[src/rtl/dma_ag_pkg.sv]
package dma_ag_pkg;
  localparam int SEL_W = 3;

  typedef enum logic [1:0] {
    STEP_HOLD  = 2'b00,
    STEP_INC   = 2'b01,
    STEP_DEC   = 2'b10,
    STEP_HOLD2 = 2'b11
  } step_e;

  // register select codes
  localparam logic [SEL_W-1:0] SEL_MA_HI = 3'd0;
  localparam logic [SEL_W-1:0] SEL_MA_LO = 3'd1;
  localparam logic [SEL_W-1:0] SEL_MB_HI = 3'd2;
  localparam logic [SEL_W-1:0] SEL_MB_LO = 3'd3;
  localparam logic [SEL_W-1:0] SEL_IO_A  = 3'd4;
  localparam logic [SEL_W-1:0] SEL_IO_B  = 3'd5;
endpackage

[src/rtl/dma_mem_ptr.sv]
module dma_mem_ptr #(
  parameter int ADDR_W = 24,
  parameter int BUS_W  = 16
) (
  input  logic              clk,
  input  logic              rst_n,
  input  logic              wr_hi,
  input  logic              wr_lo,
  input  logic [BUS_W-1:0]  wr_data,
  input  logic              step_go,
  input  logic [1:0]        step_mode,
  input  logic              step_word,
  output logic [ADDR_W-1:0] ptr_q
);
  import dma_ag_pkg::*;
  localparam int HI_W = ADDR_W - BUS_W;

  function automatic logic [ADDR_W-1:0] step_addr(
    input logic [ADDR_W-1:0] cur, input logic [1:0] mode, input logic word);
    logic [ADDR_W-1:0] size;
    size = word ? ADDR_W'(2) : ADDR_W'(1);
    case (step_e'(mode))
      STEP_INC: step_addr = cur + size;
      STEP_DEC: step_addr = cur - size;
      default:  step_addr = cur;
    endcase
  endfunction

  // no reset value: reset only freezes the pointer
  always_ff @(posedge clk) begin
    if (rst_n) begin
      if (wr_hi || wr_lo) begin
        if (wr_hi) ptr_q[ADDR_W-1:BUS_W] <= wr_data[HI_W-1:0];
        if (wr_lo) ptr_q[BUS_W-1:0]      <= wr_data;
      end else if (step_go) begin
        ptr_q <= step_addr(ptr_q, step_mode, step_word);
      end
    end
  end
endmodule

[src/rtl/dma_io_ptr.sv]
module dma_io_ptr #(
  parameter int ADDR_W = 24,
  parameter int BUS_W  = 16
) (
  input  logic              clk,
  input  logic              rst_n,
  input  logic              wr_en,
  input  logic [BUS_W-1:0]  wr_data,
  output logic [ADDR_W-1:0] addr_q
);
  localparam int HI_W = ADDR_W - BUS_W;
  logic [BUS_W-1:0] io_q;

  function automatic logic [ADDR_W-1:0] io_form(input logic [BUS_W-1:0] lo);
    io_form = {{HI_W{1'b1}}, lo};
  endfunction

  always_ff @(posedge clk) begin
    if (rst_n && wr_en) io_q <= wr_data;
  end

  assign addr_q = io_form(io_q);
endmodule

[src/rtl/dma_route.sv]
module dma_route #(
  parameter int ADDR_W = 24
) (
  input  logic              full_mode,
  input  logic              sel_b,
  input  logic              dir_a,
  input  logic              dir_b,
  input  logic              xfer_done,
  input  logic [ADDR_W-1:0] mem_a,
  input  logic [ADDR_W-1:0] mem_b,
  input  logic [ADDR_W-1:0] io_a,
  input  logic [ADDR_W-1:0] io_b,
  output logic [1:0]        step_go,
  output logic [ADDR_W-1:0] src_addr,
  output logic [ADDR_W-1:0] dst_addr
);
  logic              dir_s;
  logic [ADDR_W-1:0] mem_s, io_s;

  assign dir_s = sel_b ? dir_b : dir_a;
  assign mem_s = sel_b ? mem_b : mem_a;
  assign io_s  = sel_b ? io_b  : io_a;

  always_comb begin
    if (full_mode) begin
      src_addr = mem_a;
      dst_addr = mem_b;
      step_go  = {2{xfer_done}};
    end else begin
      src_addr = dir_s ? io_s  : mem_s;
      dst_addr = dir_s ? mem_s : io_s;
      step_go  = {sel_b & xfer_done, ~sel_b & xfer_done};
    end
  end
endmodule

[src/rtl/dma_addr_gen.sv]
module dma_addr_gen #(
  parameter int ADDR_W = 24,
  parameter int BUS_W  = 16
) (
  input  logic              clk,
  input  logic              rst_n,
  input  logic              reg_wr,
  input  logic [2:0]        reg_sel,
  input  logic [BUS_W-1:0]  reg_wdata,
  output logic [BUS_W-1:0]  reg_rdata,
  input  logic              full_mode,
  input  logic              sel_b,
  input  logic              dir_a,
  input  logic              dir_b,
  input  logic [1:0]        step_mode_a,
  input  logic [1:0]        step_mode_b,
  input  logic              xfer_done,
  input  logic              xfer_word,
  output logic [ADDR_W-1:0] src_addr,
  output logic [ADDR_W-1:0] dst_addr
);
  import dma_ag_pkg::*;
  localparam int HI_W = ADDR_W - BUS_W;
  localparam int NSUB = 2;

  logic [NSUB-1:0]   wr_hi, wr_lo, wr_io, step_go;
  logic [1:0]        step_mode [NSUB];
  logic [ADDR_W-1:0] mem_q [NSUB];
  logic [ADDR_W-1:0] io_addr [NSUB];

  assign step_mode[0] = step_mode_a;
  assign step_mode[1] = step_mode_b;

  for (genvar g = 0; g < NSUB; g++) begin : g_sub
    localparam logic [2:0] HI_CODE = 3'(2 * g);
    localparam logic [2:0] LO_CODE = 3'(2 * g + 1);
    localparam logic [2:0] IO_CODE = 3'(4 + g);

    assign wr_hi[g] = reg_wr && (reg_sel == HI_CODE);
    assign wr_lo[g] = reg_wr && (reg_sel == LO_CODE);
    assign wr_io[g] = reg_wr && (reg_sel == IO_CODE);

    dma_mem_ptr #(.ADDR_W(ADDR_W), .BUS_W(BUS_W)) u_mem (
      .clk(clk), .rst_n(rst_n), .wr_hi(wr_hi[g]), .wr_lo(wr_lo[g]),
      .wr_data(reg_wdata), .step_go(step_go[g]), .step_mode(step_mode[g]),
      .step_word(xfer_word), .ptr_q(mem_q[g]));

    dma_io_ptr #(.ADDR_W(ADDR_W), .BUS_W(BUS_W)) u_io (
      .clk(clk), .rst_n(rst_n), .wr_en(wr_io[g]), .wr_data(reg_wdata),
      .addr_q(io_addr[g]));
  end

  dma_route #(.ADDR_W(ADDR_W)) u_route (
    .full_mode(full_mode), .sel_b(sel_b), .dir_a(dir_a), .dir_b(dir_b),
    .xfer_done(xfer_done), .mem_a(mem_q[0]), .mem_b(mem_q[1]),
    .io_a(io_addr[0]), .io_b(io_addr[1]), .step_go(step_go),
    .src_addr(src_addr), .dst_addr(dst_addr));

  always_comb begin
    case (reg_sel)
      SEL_MA_HI: reg_rdata = {{(BUS_W-HI_W){1'b0}}, mem_q[0][ADDR_W-1:BUS_W]};
      SEL_MA_LO: reg_rdata = mem_q[0][BUS_W-1:0];
      SEL_MB_HI: reg_rdata = {{(BUS_W-HI_W){1'b0}}, mem_q[1][ADDR_W-1:BUS_W]};
      SEL_MB_LO: reg_rdata = mem_q[1][BUS_W-1:0];
      SEL_IO_A:  reg_rdata = io_addr[0][BUS_W-1:0];
      SEL_IO_B:  reg_rdata = io_addr[1][BUS_W-1:0];
      default:   reg_rdata = '0;
    endcase
  end
endmodule

[config.mk]
export PLATFORM = sky130hd
export DESIGN_NAME = dma_addr_gen
export DESIGN_NICKNAME = d
export VERILOG_FILES = /design/src/rtl/dma_ag_pkg.sv /design/src/rtl/dma_mem_ptr.sv /design/src/rtl/dma_io_ptr.sv /design/src/rtl/dma_route.sv /design/src/rtl/dma_addr_gen.sv
export SDC_FILE = /design/constraint.sdc
export NUM_CORES = 1
export LEC_CHECK = 0
export ABC_AREA = 1
export BUFFER_PORTS_ARGS = -buffer_cell sky130_fd_sc_hd__buf_2
export CAP_MARGIN = 25
export CORE_UTILIZATION = 63
export CTS_CLUSTER_SIZE = 24
export DETAILED_ROUTE_END_ITERATION = 7
export PLACE_DENSITY = 0.9
export SLEW_MARGIN = 20
export SYNTH_ARGS = -nofsm -noshare
export SYNTH_HDL_FRONTEND = slang
export SYNTH_SLANG_ARGS = --single-unit
[constraint.sdc]
create_clock -name clk -period 4.35 [get_ports clk]
set_input_delay 1.305 -clock clk [delete_from_list [all_inputs] [get_ports clk]]
set_output_delay 1.305 -clock clk [all_outputs]
set_load 0.01 [all_outputs]
==> results.sh, run 1 <==
export IMPL_cts_setup_buffers=0
export IMPL_post_route_period_util_pct=93.8
export IMPL_ant_nets=0
export IMPL_areaGrowthSynthToFinish_pct=12.5
export IMPL_yosysUniqueCellTypes=40
export IMPL_wl_um=30300
export IMPL_die_y_um=116
export IMPL_hpwl_um=23600
export IMPL_yosys_warnings=0
export IMPL_insertion_delay_ns=0.35
export IMPL_violations="DRC"
export IMPL_cts_sinks=80
export IMPL_finClkSkew_ns=0.00762
export IMPL_drtIter0Drc=1597
export IMPL_grt_max_degree=53
export IMPL_syn_area_per_cell_um2=6.28
export IMPL_coreArea_um2=12700
export IMPL_rsz0062_at_grt="false"
export IMPL_vias=9768
export IMPL_grt_pass1_vias=8661
export IMPL_crit_arrival_ns=2.78
export IMPL_synth_edff_count=80
export IMPL_start_util_pct=64.9
export IMPL_htree_levels=3
export IMPL_status="finished, violations left"
export IMPL_cts_resized=0
export IMPL_ir_worst_vdd_mv=0.236
export IMPL_io_buffer_count=95
export IMPL_syn_inst=1311
export IMPL_power_per_cell_area_nw_per_um2=279
export IMPL_cap_violations=0
export IMPL_p_total_mw=2.58
export IMPL_cp_start_kind="primary input"
export IMPL_die_w_um=116
export IMPL_worst_pin_slew_ns=1.00
export IMPL_crit_required_ns=3.04
export IMPL_hp_class="reg2reg"
export IMPL_antenna_found_initial=0
export IMPL_synth_seq_cells=80
export IMPL_syn_nets=1353
export IMPL_cts_root_buf="clkbuf_16"
export IMPL_drive_above_1_share_pct=16.2
export IMPL_detail_route_wl_per_cell_um=19.1
export IMPL_cts_tree="done"
export IMPL_slew_headroom_pct=33.2
export IMPL_dieArea_um2=13500
export IMPL_nNetsFinal=1445
export IMPL_placed_cell_area_um2=8910
export IMPL_critical_path_peak_fanout=10
export IMPL_postCtsHoldBufs=0
export IMPL_cts_made_buffers=9
export IMPL_async_reset_ff_share_pct=0
export IMPL_period_needed_ns=4.08
export IMPL_drv_slew=0
export IMPL_drc_errors=24
export IMPL_fmax_mhz=245
export IMPL_dr_pass1_iters=8
export IMPL_synth_ff_type="edfxtp_1"
export IMPL_grt_pass1_wl_um=45200
export IMPL_grt_usage_pct=45.0
export IMPL_criticalPathCategory="in2out"
export IMPL_synth_area_um2=8230
export IMPL_setup_viol_count_final=0
export IMPL_gp_congestion=1.18
export IMPL_ios=96
export IMPL_setup_tns_ns=0
export IMPL_synth_seq_area_share_pct=29.2
export IMPL_diodes=0
export IMPL_leakage_nw=4.57
export IMPL_rows=41
export IMPL_cp_end_kind="output pin"
export IMPL_overflow=0
export IMPL_finish_utilization_pct=73.1
export IMPL_vias_per_cell=6.18
export IMPL_final_area_um2=9260
export IMPL_hold_viol=0
export IMPL_clkTransAtPathRegs_ns=0.06
export IMPL_cts_buffer_depth=2
==> through the flow <==
stage / cells / hold slack (ns) / worst slack [ns]
after floorplan: 1311 / 0.740 / 0.525
after global placement: 1563 / 0.840 / 0.0284
after detailed placement: 1564 / 0.843 / 0.351
after CTS: 1580 / 0.861 / 0.336
after global routing: 1580 / 0.937 / 0.223
final: 1580 / 0.863 / 0.268
==> logic make-up after synthesis <==
logic type               count (synthesis)  share of synthesized area [%]
flip-flops                              80                           29.2
multiplexers                             2                          0.243
adder cells (fa/ha/maj)                 10                           1.70
XOR/XNOR                                10                           1.16
buffers and inverters                  228                           11.5
AND/OR/NAND/NOR                        747                           39.2
AO/OA/AOI/OAI                          234                           17.0
==> worst max-delay path: stages <==
cell and delay (ns):
buf_2 0.10, inv_1 0.07, nand2_1 0.07, nor2_1 0.42, buf_4 0.30, a22oi_1 0.11, o211ai_1 0.19, buf_2 0.20
==> metal layers <==
layer / global-route usage (%) / vias up / part of all wire [%]
met1: 56.0 / 4398 / 37
li1: - / 4500 / -
met4: 21.8 / 0 / 5.0
met5: 0 / - / 0
met2: 70.5 / 712 / 45
met3: 14.8 / 158 / 13
==> report_power, final <==
group	switching [mW]	leakage, nW	total (mW)	internal [mW]
clock network	0.331	0.162	0.892	0.562
registers	0.0468	0.729	0.943	0.897
logic	0.505	3.68	0.748	0.242
total	0.883	4.57	2.58	1.70
==> placed cells by master (no fill, tap or decap), types with 3 or more instances in the layout <==
cell type | Yosys | routed
edfxtp_1 | 80 | 80
o21ai_0 | 86 | 86
nor2_2 | 26 | 26
nand3_1 | 124 | 124
ha_1 | 8 | 8
nand4_1 | 14 | 14
o221ai_1 | 32 | 32
inv_2 | 8 | 8
bufinv_16 | 0 | 3
clkinv_1 | 3 | 3
clkbuf_16 | 0 | 9
buf_2 | 14 | 95
o211ai_1 | 6 | 6
nand2_2 | 34 | 34
or2_2 | 4 | 4
nand2_1 | 440 | 440
a22oi_1 | 21 | 21
o21ai_1 | 9 | 9
a21oi_1 | 65 | 65
a31oi_1 | 6 | 6
xnor2_1 | 7 | 7
nor2_4 | 4 | 4
inv_1 | 171 | 171
buf_4 | 0 | 31
nor2_1 | 94 | 94
==> synthesized netlist by cell type (7+ instances only) <==
cell type  count  area share (%)
inv_2          8            0.37
o21ai_1        9            0.55
nand4_1       14             1.1
nor2_1        94             4.3
o21ai_0       86             5.2
ha_1           8             1.2
buf_2         14            0.85
nor2_2        26             2.0
o221ai_1      32             3.4
a21oi_1       65             4.0
nand3_1      124             7.5
clkbuf_1      24             1.1
edfxtp_1      80              29
a22oi_1       21             1.9
nand2_2       34             2.6
xnor2_1        7            0.75
inv_1        171             7.8
nand2_1      440              20
==> worst paths after layout <==
path	start	endpoint	slack (ns)	depth (start not counted)
setup / recovery	reg_sel[2]	reg_rdata[7]	0.27	8
hold / removal	g_sub[1].u_mem.ptr_q[23]	g_sub[1].u_mem.ptr_q[23]	0.86	4
setup reg to reg	g_sub[0].u_mem.ptr_q[0]	g_sub[0].u_mem.ptr_q[16]	2.01	12
hold reg to reg	g_sub[1].u_mem.ptr_q[23]	g_sub[1].u_mem.ptr_q[23]	0.86	4
==> registers in the layout (all words and copies together), names as in the netlist <==
name and cells:
g_sub.u_mem.ptr_q 48, g_sub.u_io.io_q 32
==> layout make-up <==
class | instances | area, µm²
well taps | 172 | 215
clock buffers | 9 | 225
clock inverters | 7 | 119
fillers | 1123 | 3410
flip-flops and latches | 80 | 2400
repair buffers | 127 | 728
inverters | 182 | 683
multi-input cells | 1003 | 4880
No activity file was read; power rests on OpenSTA's default activity.
==> run 2: changes to the inputs <==
Settings changed: PLACE_DENSITY 0.9 to 0.94.
==> results.sh, run 2 (same netlist as run 1, synthesis figures left out) <==
export IMPL_status="finished, violations left"
export IMPL_violations="DRC"
export IMPL_setup_ws_ns=0.0974
export IMPL_cts_resized=0
export IMPL_regMostFlops="g_sub.u_mem.ptr_q"
export IMPL_die_w_um=116
export IMPL_drive_above_1_share_pct=16.0
export IMPL_place_ws_ns=0.219
export IMPL_cts_sinks=80
export IMPL_ios=96
export IMPL_place_inst=1564
export IMPL_clkTransAtPathRegs_ns=0.06
export IMPL_die_y_um=116
export IMPL_diodes=0
export IMPL_detail_route_wl_per_cell_um=19.4
export IMPL_cap_violations=0
export IMPL_cts_buffer_depth=2
export IMPL_power_per_cell_area_nw_per_um2=265
export IMPL_crit_required_ns=3.04
export IMPL_areaGrowthSynthToFinish_pct=11.8
export IMPL_grt_max_degree=70
export IMPL_cts_setup_buffers=0
export IMPL_start_util_pct=64.9
export IMPL_ir_worst_vdd_mv=0.174
export IMPL_gp_congestion=1.10
export IMPL_vias_per_cell=6.20
export IMPL_leakage_nw=4.54
export IMPL_cp_num_buf_inv=5
export IMPL_hp_class="reg2reg"
export IMPL_drv_slew=0
export IMPL_rows=41
export IMPL_postCtsHoldBufs=0
export IMPL_hold_viol=0
export IMPL_insertion_delay_ns=0.35
export IMPL_fmax_mhz=235
export IMPL_final_cell_mix="nand2_1 (440), inv_1 (171), nand3_1 (124)"
export IMPL_grt_pass1_wl_um=45900
export IMPL_whs_ns=0.837
export IMPL_largest_registers="g_sub.u_mem.ptr_q x48, g_sub.u_io.io_q x32"
export IMPL_nNetsFinal=1445
export IMPL_io_buffer_count=95
export IMPL_rsz0062_at_grt="false"
export IMPL_worst_pin_slew_ns=0.935
export IMPL_setup_viol_count_final=0
export IMPL_setup_tns_ns=0
export IMPL_hpwl_um=23500
export IMPL_critical_path_peak_fanout=32
export IMPL_wl_um=30600
export IMPL_regArea_um2=2400
export IMPL_cts_made_buffers=9
export IMPL_overflow=0
export IMPL_vias=9780
export IMPL_ant_nets=0
export IMPL_slew_headroom_pct=37.6
export IMPL_p_total_mw=2.44
export IMPL_crit_chain="buf_2 -> inv_2 -> or2_1 -> o21ai_2 -> inv_1 -> nor2_4 -> inv_2 -> o221ai_1 -> buf_2"
export IMPL_cp_start_kind="primary input"
export IMPL_hold_path_startpoint="g_sub[0].u_mem.ptr_q[23]"
export IMPL_rr_startpoint="g_sub[0].u_mem.ptr_q[0]"
export IMPL_critical_path_top_delay_family="buffers and inverters"
export IMPL_period_needed_ns=4.25
export IMPL_finClkSkew_ns=0.00880
export IMPL_final_common_cell="nand2_1"
export IMPL_htree_levels=3
export IMPL_antenna_found_initial=0
export IMPL_criticalPathCategory="in2out"
export IMPL_dieArea_um2=13500
export IMPL_drc_errors=47
export IMPL_grt_usage_pct=45.7
export IMPL_nFillCells=1187
export IMPL_worstSetupStartpoint="sel_b"
export IMPL_drtIter0Drc=1637
export IMPL_post_route_period_util_pct=97.8
export IMPL_slowest_stage="o221ai_1"
export IMPL_largest_reg_flops=48
export IMPL_cpPeakStageDelay_ns=0.32
export IMPL_cp_end_kind="output pin"
export IMPL_final_cells=1578
export IMPL_multi_input_area_um2=4880
export IMPL_coreArea_um2=12700
export IMPL_crit_arrival_ns=2.95
export IMPL_grt_pass1_vias=8782
export IMPL_dr_pass1_iters=8
export IMPL_cts_root_buf="clkbuf_16"
export IMPL_cts_tree="done"
==> run 2: per-stage QoR <==
| stage | area [µm²] | util, % |
|---|---|---|
| after floorplan | 8230 | - |
| after global placement | 8920 | 70.4 |
| after detailed placement | 8920 | 70.4 |
| after CTS | 9200 | 72.6 |
| after global routing | 9200 | 72.6 |
| final | 9200 | 72.6 |
==> run 2: report_power, final <==
part / leakage (nW) / switching, mW / internal, mW
clock: 0.134 / 0.308 / 0.436
sequential: 0.729 / 0.0463 / 0.897
combinational: 3.68 / 0.511 / 0.243
==> run 2: layout make-up <==
cell class | instances | share of cell area (%)
sequential | 80 | 26.1
tap | 172 | 2.34
clock buffer | 10 | 2.49
timing repair buffer | 127 | 8.05
clock inverter | 4 | 0.517
inverter | 182 | 7.42
multi-input combinational | 1003 | 53.1
==> run 2: worst paths after layout <==
kind	slack (ns)	end	depth (start not counted)
max	0.1	dst_addr[3]	9
min	0.84	g_sub[0].u_mem.ptr_q[23]	4
max reg2reg	2.07	g_sub[0].u_mem.ptr_q[8]	10
min reg2reg	0.84	g_sub[0].u_mem.ptr_q[23]	4
==> run 2: metal layers <==
| metal | routed length, µm | vias to the layer above | GRT usage [%] |
|---|---|---|---|
| met3 | 3950 | 166 | 15.0 |
| li1 | - | 4497 | - |
| met4 | 1480 | 0 | 20.7 |
| met1 | 11300 | 4424 | 57.4 |
| met5 | 0 | - | 0 |
| met2 | 13800 | 693 | 71.4 |
==> run 2: worst min-delay path, delay by kind of cell (launching register included) <==
family                    cells  cell delay (ns)
DFF                           1             0.42
xor gates and xnor gates      1             0.11
and+or+nand+nor               3             0.21
==> run 3: changes to the inputs <==
Settings changed: CELL_PAD_IN_SITES_DETAIL_PLACEMENT set to 0, CELL_PAD_IN_SITES_GLOBAL_PLACEMENT set to 1, CORE_UTILIZATION 63 to 46, PLACE_DENSITY 0.94 to 0.95.
==> results.sh, run 3 (same netlist as run 1, synthesis figures left out) <==
export IMPL_setup_tns_ns=0
export IMPL_start_util_pct=47.4
export IMPL_cts_buffer_depth=2
export IMPL_ff2ff_path_depth=12
export IMPL_io_buffer_count=95
export IMPL_cts_sinks=80
export IMPL_cap_violations=0
export IMPL_grt_pass1_wl_um=46800
export IMPL_setup_viol_count_final=0
export IMPL_cts_root_buf="clkbuf_16"
export IMPL_overflow=0
export IMPL_cts_resized=0
export IMPL_leakage_nw=4.56
export IMPL_clkTransAtPathRegs_ns=0.06
export IMPL_crit_required_ns=3.04
export IMPL_ant_nets=0
export IMPL_ir_worst_vdd_mv=0.209
export IMPL_nNetsFinal=1448
export IMPL_die_y_um=136
export IMPL_hp_class="reg2reg"
export IMPL_dieArea_um2=18400
export IMPL_grt_max_degree=55
export IMPL_largest_registers="g_sub.u_mem.ptr_q x48, g_sub.u_io.io_q x32"
export IMPL_drtIter0Drc=1056
export IMPL_cts_made_buffers=9
export IMPL_cts_tree="done"
export IMPL_cts_setup_buffers=0
export IMPL_p_clk_share_pct=32.4
export IMPL_hpwl_um=24600
export IMPL_drc_errors=0
export IMPL_final_common_cell="nand2_1"
export IMPL_p_total_mw=2.49
export IMPL_crit_arrival_ns=2.87
export IMPL_final_cell_mix="nand2_1 (440), inv_1 (171), nand3_1 (124)"
export IMPL_min_path_cells=4
export IMPL_whs_ns=0.870
export IMPL_postCtsHoldBufs=0
export IMPL_regMostFlops="g_sub.u_mem.ptr_q"
export IMPL_areaGrowthSynthToFinish_pct=13.0
export IMPL_wl_um=30800
export IMPL_nFillCells=1837
export IMPL_insertion_delay_ns=0.35
export IMPL_dr_pass1_iters=6
export IMPL_period_needed_ns=4.18
export IMPL_critical_path_peak_fanout=20
export IMPL_grt_usage_pct=33.9
export IMPL_grt_pass1_vias=8640
export IMPL_fmax_mhz=239
export IMPL_status="completed"
export IMPL_p_seq_share_pct=37.7
export IMPL_drv_slew=0
export IMPL_antenna_found_initial=1
export IMPL_largest_reg_flops=48
export IMPL_rsz0062_at_grt="false"
export IMPL_finish_utilization_pct=53.6
export IMPL_finClkSkew_ns=0.00907
export IMPL_htree_levels=3
export IMPL_cp_end_kind="output pin"
export IMPL_p_sw_mw=0.860
export IMPL_gp_congestion=1.09
export IMPL_vias_per_cell=5.76
export IMPL_rows=48
export IMPL_ios=96
export IMPL_detail_route_wl_per_cell_um=18.8
export IMPL_die_w_um=136
export IMPL_slew_headroom_pct=41.4
export IMPL_power_per_cell_area_nw_per_um2=268
export IMPL_coreArea_um2=17400
export IMPL_swShare_pct=34.5
export IMPL_hold_viol=0
export IMPL_worst_pin_slew_ns=0.879
export IMPL_drive_above_1_share_pct=16.1
export IMPL_p_comb_share_pct=29.8
export IMPL_internal_power_mw=1.63
export IMPL_post_route_period_util_pct=96.1
export IMPL_criticalPathCategory="in2out"
export IMPL_cp_start_kind="primary input"
export IMPL_vias=9428
-- run 3: cell types whose count changed in the layout (fill, tap and decap cells not counted) --
| cell | before | now |
|---|---|---|
| clkinv_1 | 3 | 5 |
| clkinv_2 | 2 | 1 |
| buf_4 | 30 | 35 |
| buf_12 | 2 | 0 |
| diode_2 | 0 | 2 |
| clkinvlp_4 | 1 | 0 |
| bufinv_16 | 1 | 2 |
-- run 3: area by class of cell --
cell class	count	area (µm²)	share of cell area, %
Sequential cell	80	2400	25.8
Multi-Input combinational cell	1003	4880	52.5
Clock buffer	10	229	2.46
Antenna cell	2	5.00	0.0538
Clock inverter	5	72.6	0.781
Inverter	182	683	7.35
Tap cell	225	282	3.03
Timing Repair Buffer	130	738	7.94
-- run 3: path summary, 6_finish.rpt --
check	slack, ns	to	from
setup / recovery	0.17	dst_addr[5]	sel_b
hold / removal	0.87	g_sub[1].u_mem.ptr_q[23]	g_sub[1].u_mem.ptr_q[23]
setup reg to reg	1.96	g_sub[0].u_mem.ptr_q[16]	g_sub[0].u_mem.ptr_q[0]
hold reg to reg	0.87	g_sub[1].u_mem.ptr_q[23]	g_sub[1].u_mem.ptr_q[23]
-- run 3: metal layers --
layer / global-route usage, % / vias up / share of wire (%)
met5: 0 / - / 0
met3: 5.50 / 93 / 8.6
li1: - / 4509 / -
met1: 43.6 / 4376 / 41
met4: 14.1 / 0 / 3.7
met2: 56.2 / 450 / 47
-- run 3: power by group through the flow --
stage | combinational (mW) | sequential [mW] | clock (mW)
floorplan | 0.494 | 0.936 | 0
global placement | 0.723 | 0.954 | 0
detailed placement | 0.728 | 0.954 | 0
CTS | 0.732 | 0.938 | 0.812
global route | 0.817 | 0.942 | 0.838
finish | 0.744 | 0.941 | 0.809
-- run 3: stage by stage --
stage / cell area, µm² / setup slack [ns] / cells
2_1_floorplan: 8230 / 0.525 / 1311
3_3_place_gp: 8990 / 0.275 / 1620
3_5_place_dp: 8990 / 0.251 / 1620
4_1_cts: 9290 / 0.244 / 1635
5_1_grt: 9290 / 0.0698 / 1636
6_report: 9300 / 0.172 / 1637
-- run 3: critical path: stages --
cell	delay, ns
buf_2	0.13
inv_2	0.07
or2_1	0.11
o21ai_2	0.07
nor2_2	0.30
inv_1	0.14
buf_4	0.23
o221ai_1	0.31
buf_2	0.20
